<file path="config.mk">
export PLATFORM = sky130hd
export DESIGN_NAME = glbp_code_unit
export DESIGN_NICKNAME = d
export VERILOG_FILES = /design/src/rtl/glbp_pkg.sv /design/src/rtl/glbp_smooth_stage.sv /design/src/rtl/glbp_sign_stage.sv /design/src/rtl/glbp_label_stage.sv /design/src/rtl/glbp_code_unit.sv
export SDC_FILE = /design/constraint.sdc
export NUM_CORES = 1
export LEC_CHECK = 0
export BUFFER_PORTS_ARGS = -buffer_cell sky130_fd_sc_hd__buf_2
export CAP_MARGIN = 15
export CORE_ASPECT_RATIO = 1.75
export CORE_MARGIN = 1
export CORE_UTILIZATION = 54
export CTS_BUF_LIST = sky130_fd_sc_hd__clkbuf_4 sky130_fd_sc_hd__clkbuf_8
export CTS_CLUSTER_DIAMETER = 60
export DETAILED_ROUTE_END_ITERATION = 7
export GPL_TIMING_DRIVEN = 0
export PLACE_DENSITY = 0.88
export SKIP_CTS_REPAIR_TIMING = 1
export SLEW_MARGIN = 20
export SYNTH_ARGS = -nofsm -noshare
export SYNTH_HDL_FRONTEND = slang
export SYNTH_SLANG_ARGS = --single-unit
</file>
<file path="constraint.sdc">
create_clock -name clk -period 4.2 [get_ports clk]
set_clock_uncertainty 0.15 [all_clocks]
set_input_delay 0.84 -clock clk [delete_from_list [all_inputs] [get_ports clk]]
set_output_delay 0.84 -clock clk [all_outputs]
set_load 0.01 [all_outputs]
</file>
<file path="src/rtl/glbp_pkg.sv">
package glbp_pkg;

    // Eight neighbours at radius one around the centre of a 3x3 window.
    localparam int unsigned RING_LEN     = 8;
    localparam int unsigned WIN_TAPS     = 9;
    localparam int unsigned CENTRE_TAP   = 4;
    // Texture labels run 0..RING_LEN plus one catch-all, so bins are RING_LEN+2 apart.
    localparam int unsigned LABEL_MIXED  = RING_LEN + 1;
    localparam int unsigned CODE_SPACING = RING_LEN + 2;
    localparam int unsigned MAX_TRANS    = 2;

    // Edge-adjacent taps used by the smoothing kernel.
    localparam int unsigned TAP_UP    = 1;
    localparam int unsigned TAP_LEFT  = 3;
    localparam int unsigned TAP_RIGHT = 5;
    localparam int unsigned TAP_DOWN  = 7;

    // Ring position -> window tap, walking clockwise from the top-left corner.
    function automatic int unsigned ring_tap(input int unsigned pos);
        case (pos)
            0:       ring_tap = 0;
            1:       ring_tap = 1;
            2:       ring_tap = 2;
            3:       ring_tap = 5;
            4:       ring_tap = 8;
            5:       ring_tap = 7;
            6:       ring_tap = 6;
            default: ring_tap = 3;
        endcase
    endfunction

endpackage

</file>
<file path="src/rtl/glbp_smooth_stage.sv">
module glbp_smooth_stage #(
    parameter int unsigned PIX_W = 8
) (
    input  logic                                 clk,
    input  logic                                 rst_n,
    input  logic                                 in_valid,
    input  logic                                 smooth_en,
    input  logic [glbp_pkg::WIN_TAPS*PIX_W-1:0]  win,
    output logic                                 s1_valid,
    output logic [PIX_W-1:0]                     s1_centre,
    output logic [glbp_pkg::RING_LEN*PIX_W-1:0]  s1_ring
);
    import glbp_pkg::*;

    localparam int unsigned SUM_W  = PIX_W + 3;
    localparam int unsigned RING_W = RING_LEN * PIX_W;

    logic [PIX_W-1:0] raw_centre;
    logic [SUM_W-1:0] kernel_sum;
    logic [PIX_W-1:0] smoothed;
    logic [PIX_W-1:0] centre_sel;
    logic [RING_W-1:0] ring_gather;

    assign raw_centre = win[CENTRE_TAP*PIX_W +: PIX_W];

    always_comb begin
        kernel_sum = {1'b0, raw_centre, 2'b00}
                   + SUM_W'(win[TAP_UP*PIX_W    +: PIX_W])
                   + SUM_W'(win[TAP_DOWN*PIX_W  +: PIX_W])
                   + SUM_W'(win[TAP_LEFT*PIX_W  +: PIX_W])
                   + SUM_W'(win[TAP_RIGHT*PIX_W +: PIX_W]);
        smoothed   = kernel_sum[SUM_W-1:3];
        centre_sel = smooth_en ? smoothed : raw_centre;
    end

    for (genvar p = 0; p < RING_LEN; p++) begin : g_ring
        assign ring_gather[p*PIX_W +: PIX_W] = win[ring_tap(p)*PIX_W +: PIX_W];
    end

    always_ff @(posedge clk or negedge rst_n) begin
        if (!rst_n) begin
            s1_valid  <= 1'b0;
            s1_centre <= '0;
            s1_ring   <= '0;
        end else begin
            s1_valid  <= in_valid;
            s1_centre <= in_valid ? centre_sel  : '0;
            s1_ring   <= in_valid ? ring_gather : '0;
        end
    end

endmodule

</file>
<file path="src/rtl/glbp_sign_stage.sv">
module glbp_sign_stage #(
    parameter int unsigned PIX_W     = 8,
    parameter int unsigned LUMA_BINS = 4,
    parameter int unsigned CODE_W    = 6
) (
    input  logic                                 clk,
    input  logic                                 rst_n,
    input  logic                                 s1_valid,
    input  logic [PIX_W-1:0]                     s1_centre,
    input  logic [glbp_pkg::RING_LEN*PIX_W-1:0]  s1_ring,
    output logic                                 s2_valid,
    output logic [glbp_pkg::RING_LEN-1:0]        s2_signs,
    output logic [CODE_W-1:0]                    s2_offset
);
    import glbp_pkg::*;

    localparam int unsigned BIN_BITS = $clog2(LUMA_BINS);

    logic [RING_LEN-1:0] signs_d;
    logic [CODE_W-1:0]   offset_d;

    for (genvar p = 0; p < RING_LEN; p++) begin : g_cmp
        assign signs_d[p] = (s1_ring[p*PIX_W +: PIX_W] >= s1_centre);
    end

    if (BIN_BITS == 0) begin : g_single_bin
        assign offset_d = '0;
    end else begin : g_multi_bin
        logic [BIN_BITS-1:0] bin_idx;
        assign bin_idx  = s1_centre[PIX_W-1 -: BIN_BITS];
        assign offset_d = CODE_W'(bin_idx) * CODE_W'(CODE_SPACING);
    end

    always_ff @(posedge clk or negedge rst_n) begin
        if (!rst_n) begin
            s2_valid  <= 1'b0;
            s2_signs  <= '0;
            s2_offset <= '0;
        end else begin
            s2_valid  <= s1_valid;
            s2_signs  <= s1_valid ? signs_d  : '0;
            s2_offset <= s1_valid ? offset_d : '0;
        end
    end

endmodule

</file>
<file path="src/rtl/glbp_label_stage.sv">
module glbp_label_stage #(
    parameter int unsigned CODE_W = 6
) (
    input  logic                          clk,
    input  logic                          rst_n,
    input  logic                          s2_valid,
    input  logic [glbp_pkg::RING_LEN-1:0] s2_signs,
    input  logic [CODE_W-1:0]             s2_offset,
    output logic                          out_valid,
    output logic [CODE_W-1:0]             out_code
);
    import glbp_pkg::*;

    localparam int unsigned CNT_W = $clog2(RING_LEN + 2);

    logic [RING_LEN-1:0] edges;
    logic [CNT_W-1:0]    trans_cnt;
    logic [CNT_W-1:0]    ones_cnt;
    logic [CNT_W-1:0]    label;
    logic [CODE_W-1:0]   code_d;

    // Neighbouring ring positions, including last-to-first.
    for (genvar p = 0; p < RING_LEN; p++) begin : g_edge
        assign edges[p] = s2_signs[p] ^ s2_signs[(p + 1) % RING_LEN];
    end

    always_comb begin
        trans_cnt = '0;
        ones_cnt  = '0;
        for (int p = 0; p < RING_LEN; p++) begin
            trans_cnt = trans_cnt + CNT_W'(edges[p]);
            ones_cnt  = ones_cnt  + CNT_W'(s2_signs[p]);
        end
        label  = (trans_cnt <= CNT_W'(MAX_TRANS)) ? ones_cnt : CNT_W'(LABEL_MIXED);
        code_d = s2_offset + CODE_W'(label);
    end

    always_ff @(posedge clk or negedge rst_n) begin
        if (!rst_n) begin
            out_valid <= 1'b0;
            out_code  <= '0;
        end else begin
            out_valid <= s2_valid;
            out_code  <= s2_valid ? code_d : '0;
        end
    end

endmodule

</file>
<file path="src/rtl/glbp_code_unit.sv">
module glbp_code_unit #(
    parameter int unsigned PIX_W     = 8,
    parameter int unsigned LUMA_BINS = 4,
    parameter int unsigned CODE_W    = $clog2(LUMA_BINS * glbp_pkg::CODE_SPACING)
) (
    input  logic                                clk,
    input  logic                                rst_n,
    input  logic                                in_valid,
    input  logic                                smooth_en,
    input  logic [glbp_pkg::WIN_TAPS*PIX_W-1:0] win,
    output logic                                out_valid,
    output logic [CODE_W-1:0]                   out_code
);
    import glbp_pkg::*;

    logic                       s1_valid;
    logic [PIX_W-1:0]           s1_centre;
    logic [RING_LEN*PIX_W-1:0]  s1_ring;
    logic                       s2_valid;
    logic [RING_LEN-1:0]        s2_signs;
    logic [CODE_W-1:0]          s2_offset;

    glbp_smooth_stage #(.PIX_W(PIX_W)) u_smooth (
        .clk       (clk),
        .rst_n     (rst_n),
        .in_valid  (in_valid),
        .smooth_en (smooth_en),
        .win       (win),
        .s1_valid  (s1_valid),
        .s1_centre (s1_centre),
        .s1_ring   (s1_ring)
    );

    glbp_sign_stage #(.PIX_W(PIX_W), .LUMA_BINS(LUMA_BINS), .CODE_W(CODE_W)) u_sign (
        .clk       (clk),
        .rst_n     (rst_n),
        .s1_valid  (s1_valid),
        .s1_centre (s1_centre),
        .s1_ring   (s1_ring),
        .s2_valid  (s2_valid),
        .s2_signs  (s2_signs),
        .s2_offset (s2_offset)
    );

    glbp_label_stage #(.CODE_W(CODE_W)) u_label (
        .clk       (clk),
        .rst_n     (rst_n),
        .s2_valid  (s2_valid),
        .s2_signs  (s2_signs),
        .s2_offset (s2_offset),
        .out_valid (out_valid),
        .out_code  (out_code)
    );

endmodule

</file>
=== Word level (Yosys, flattened, before mapping) ===
Cells that the tools add are included.

* Bits in registers: 95
* Input bits: 76
* Output and inout port bits: 7
* Logic and storage cells: 52

* Add/sub/neg operators: 19
* $mul: 1
* $lt $le $gt $ge: 9
* Muxes and demuxes: 7
* Bitwise gates (word level): 8

{| class="wikitable"
|+ Operators by type and width
! operator !! number
|-
| >= comparator 8 bit || 8
|-
| two-way mux 64 bit || 1
|-
| adder 4 x 1 -> 4 bit || 12
|-
| adder 11 x 8 -> 11 bit || 3
|-
| two-way mux 8 bit || 3
|-
| two-way mux 6 bit || 2
|-
| adder 10 x 8 -> 11 bit || 1
|-
| XOR 1 bit || 8
|-
| adder 6 x 4 -> 6 bit || 1
|-
| multiplier 2 x 3 -> 5 bit (second input constant) || 1
|-
| adder 1 x 1 -> 2 bit || 2
|-
| <= comparator 4 x 2 -> 1 bit (second input constant) || 1
|-
| two-way mux 4 bit || 1
|}

=== Logic depth before layout (Yosys ltp) ===
* Word-level depth: 12
* Mapped depth: 15
* Gate-level depth less buffers: 15

=== Cells and area by module ===
From an unflattened synthesis, not the netlist that was laid out.

* Cells, all modules: 567
* Area, all modules: 5,940.7 µm²

{| class="wikitable"
|+ Modules (own cells, without submodules)
! module !! times used !! cells each !! area an instance (µm²) !! seq. area each (µm²)
|-
| glbp_smooth_stage || 1 || 300 || 3,445.8 || 1,826.8
|-
| glbp_sign_stage || 1 || 186 || 1,682.9 || 275.3
|-
| glbp_label_stage || 1 || 81 || 812.0 || 175.2
|}

=== Worst setup path after synthesis ===
Ideal clock, no wire load.

* Path type: flip-flop to flip-flop
* Start: register u_sign.s2_signs[3] (netlist name)
* End: register u_label.out_code[3]
* Setup time: 88 ps
* Arrival: 3,840 ps
* Required time: 3,962 ps
* Slack: 121 ps
* Cell stages (with the launch flop): 15
* Buffers on the path: 0
* Clock period less this slack: 4,079 ps
* Cells stage by stage: dfrtp_1 -> xnor2_1 -> fa_1 -> fa_1 -> fa_1 -> fa_1 -> nor3_1 -> mux2_2 -> o21ai_0 -> nor2_1 -> ha_1 -> inv_1 -> fa_1 -> nor2b_1 -> nor3b_1

* Longest elaborated chain between the ends: 11
* Elaborated cells on any way between the ends: 17
* Those cells by class: 12 x add/sub; 1 x order compare; 2 x mux; 2 x bitwise

{| class="wikitable"
|+ Ends and longest elaborated chain
! item !! line !! text
|-
| start: declaration || glbp_sign_stage.sv:12 || <nowiki>output logic [glbp_pkg::RING_LEN-1:0] s2_signs,</nowiki>
|-
| start signal: assignment || glbp_sign_stage.sv:41 || <nowiki>s2_signs <= s1_valid ? signs_d : '0;</nowiki>
|-
| XOR 1 bit || glbp_label_stage.sv:24 || <nowiki>assign edges[p] = s2_signs[p] ^ s2_signs[(p + 1) % RING_LEN];</nowiki>
|-
| adder 4 x 1 -> 4 bit (6 in series) || glbp_label_stage.sv:31 || <nowiki>trans_cnt = trans_cnt + CNT_W'(edges[p]);</nowiki>
|-
| <= comparator 4 x 2 -> 1 bit || glbp_label_stage.sv:34 || <nowiki>label = (trans_cnt <= CNT_W'(MAX_TRANS)) ? ones_cnt : CNT_W'(LABEL_MIXED);</nowiki>
|-
| two-way mux 4 bit (*) || glbp_label_stage.sv:34 ||
|-
| adder 6 x 4 -> 6 bit (*) || glbp_label_stage.sv:35 || <nowiki>code_d = s2_offset + CODE_W'(label);</nowiki>
|-
| two-way mux 6 bit (*) || glbp_label_stage.sv:44 || <nowiki>out_code <= s2_valid ? code_d : '0;</nowiki>
|-
| end signal: assignment || glbp_label_stage.sv:44 ||
|-
| end: declaration || glbp_label_stage.sv:10 || <nowiki>output logic [CODE_W-1:0] out_code</nowiki>
|}

Mark *: on every way between the ends. The rest lies on a longest branch, timed or not.

=== Worst setup path after layout ===
* Start: register u_sign.s2_signs[2] (netlist name)
* End: register u_label.out_code[5]

* Longest elaborated chain between the ends: 12
* Elaborated cells on any way between the ends: 19
* Those cells by class: 14 x add/sub; 1 x order compare; 2 x mux; 2 x bitwise

{| class="wikitable"
|+ Ends and longest elaborated chain
! item !! line
|-
| XOR 1 bit || glbp_label_stage.sv:24
|-
| adder 1 x 1 -> 2 bit || glbp_label_stage.sv:31
|-
| adder 4 x 1 -> 4 bit (6 in series) || glbp_label_stage.sv:31
|-
| <= comparator 4 x 2 -> 1 bit || glbp_label_stage.sv:34
|-
| two-way mux 4 bit (*) || glbp_label_stage.sv:34
|-
| adder 6 x 4 -> 6 bit (*) || glbp_label_stage.sv:35
|-
| two-way mux 6 bit (*) || glbp_label_stage.sv:44
|}

Marks and branches as above.

==> flow_summary_export.csv <==
group,metric,value,unit
power,power.leakage,3.34,nW
global_route,grt_max_degree,60,
global_route,first_global_vias,4344,
floorplanning,dieArea,10700,sq um
floorplanning,ios,83,
yosys,yosysSeqAreaShare,0.410,
yosys,synth-seq-cells,91,
yosys,synth_edf_count,0,
floorplanning,core,9910,sq um
yosys,synth_nets,654,
sta,timing.hold.ws,0.234,ns
floorplanning,fp.dieW,78.7,um
global_route,antenna_found_initial,0,
clock_network,path_clk_slew,0.08,ns
yosys,syn_area_per_cell,12.0,sq um
sta,setup_viol,0,
sta,fin_crit,4.07,ns
sta,slew_viol_final,0,
yosys,yosysWarningCount,0,
place,port_buffers,81,
sta,hold_violations,0,
route,drc,0,
sta,tightest_slew,0.622,ns
setup_path,critical_path_arrival,4.22,ns
setup_path,timing.reg2reg.setup_slack,0.13,ns
cells_and_area,final_cell_area,6470,sq um
run_status,outcome,"complete, no violations",
route,drt_iter0_drc,145,
cells_and_area,drive_gt1_frac,0.209,
route,drt_wl_total,12300,um
global_route,overflow,0,
clock_network,cts-root-buf,"clkbuf_8",
place,hpwl,9900,um
power,power_density,545,nW/um^2
place,place_area,6150,sq um
clock_network,max-clock-path-buffers,2,
cells_and_area,nets,749,
sta,slew_headroom,0.585,
cells_and_area,synthToLayoutAreaGrowth,16.3,%
yosys,synthArstFlopShare,1.00,
power,ir_worst_vdd,364,uV
route,avgRoutedWirePerCell,17.8,um
place,place_ws,-0.344,ns
yosys,synthCells,464,
setup_path,critPathRequiredTime,4.35,ns
route,dr.pass1.iters,4,
floorplanning,row_count,48,
clock_network,htree_levels,3,
global_route,grtUsageTotal,0.256,
route,num_vias,3804,
route,ant_nets,0,
cells_and_area,diodes,0,
clock_network,cts_tree,"yes",
sta,clock.fmax,246,MHz
yosys,synth_cell_types,34,
cells_and_area,postLayoutCoreUtil,0.653,
setup_path,crit_fanout,4,
floorplanning,floorplan.initialDensity,0.561,
cells_and_area,mostFrequentLayoutCell,"dfrtp_1",
job,max_cap_violations,0,
global_route,grt_first_pass_wirelength,20100,um
worst_hold_path,min_path_type,"reg2reg",
clock_network,clock_sinks,91,
setup_path,startpoint_type,"register",
setup_path,path_class,"reg2reg",
yosys,ys.flop_type,"dfrtp_1",
sta,period_share,0.969,
power,finalPower,3.52,mW
cells_and_area,mostFrequentLayoutCells,"dfrtp_1, ha_1, buf_2",
sta,setup_ws,0.128,ns
clock_network,cts_buffers,9,
setup_path,cp-end-kind,"register",
clock_network,insertion_delay,0.37,ns
route,vias_per_cell,5.52,
floorplanning,die_height,136,um
yosys,syn-cell-area,5560,sq um
place,gp_congestion,0.869,
-- stage by stage --
step / instances / TNS (ns)
final: 689 / 0
after global placement: 670 / -0.711
after CTS: 687 / -0.949
after floorplan: 464 / 0
after detailed placement: 671 / -1.57
after global routing: 689 / -0.102
-- logic make-up after synthesis --
| group | after synthesis | share of synthesized area |
|---|---|---|
| adder cells (fa/ha/maj) | 114 | 0.298 |
| AO/OA/AOI/OAI | 83 | 0.111 |
| XOR/XNOR | 14 | 0.0221 |
| flip-flops | 91 | 0.410 |
| multiplexers | 3 | 0.00563 |
| buffers and inverters | 53 | 0.0358 |
| AND/OR/NAND/NOR | 106 | 0.117 |
-- metal layers --
layer / routed length (um) / part of all wire / track usage
met2: 6850 / 0.56 / 0.477
met3: 396 / 0.032 / 0.0423
met5: 0 / 0 / 0
met4: 863 / 0.070 / 0.191
met1: 4140 / 0.34 / 0.243
-- final cells by class --
| class | instances | area (sq um) |
|---|---|---|
| flip-flops and latches | 91 | 2280 |
| fillers | 737 | 3440 |
| repair buffers | 84 | 450 |
| inverters | 43 | 161 |
| clock buffers | 11 | 145 |
| well taps | 125 | 156 |
| clock inverters | 5 | 108 |
| plain buffers | 10 | 37.5 |
| multi-input cells | 320 | 3130 |
-- report_power, final --
group / internal (mW) / switching (mW)
clock network: 0.422 / 0.306
registers: 0.974 / 0.0619
logic: 0.814 / 0.945
-- sequential cells by signal, indices dropped and copies added, names as in the netlist --
register	cells
u_smooth.s1_ring	64
u_label.out_code	6
u_sign.s2_offset	2
u_smooth.s1_valid	1
u_smooth.s1_centre	8
u_label.out_valid	1
u_sign.s2_signs	8
u_sign.s2_valid	1
-- path summary, 6_finish.rpt --
kind,cells after the start,end,start
max,14,u_label.out_code[5],u_sign.s2_signs[2]
min,0,u_sign.s2_valid,u_smooth.s1_valid
max reg2reg,14,u_label.out_code[5],u_sign.s2_signs[2]
min reg2reg,0,u_sign.s2_valid,u_smooth.s1_valid
max in group asynchronous,2,u_sign.s2_signs[0],rst_n
min in group asynchronous,1,u_smooth.s1_ring[1],rst_n
-- Yosys cell counts, drive strengths merged (7+ instances only) --
cell	count	area [sq um]
ha	83	1040
clkbuf	10	37.5
fa	31	621
and2	67	419
dfrtp	91	2280
a211oi	16	120
nand2b	9	56.3
nand2	9	33.8
o211a	10	100
inv	43	161
o2111ai	8	70.1
xnor2	13	114
a21o	20	150
a21oi	7	35.0
o21ai	15	75.1
nor2b	7	43.8
-- critical path: stages (launching register included) --
cell and delay [ns]:
dfrtp_2 0.46, xnor2_2 0.15, fa_1 0.56, fa_1 0.43, fa_2 0.38, fa_2 0.37, nor3_2 0.19, mux2_2 0.20
o21ai_2 0.08, nor2_1 0.12, ha_2 0.19, inv_1 0.06, fa_2 0.34, nor2b_2 0.16, o211a_1 0.16
(Power assumes the default switching activity.)
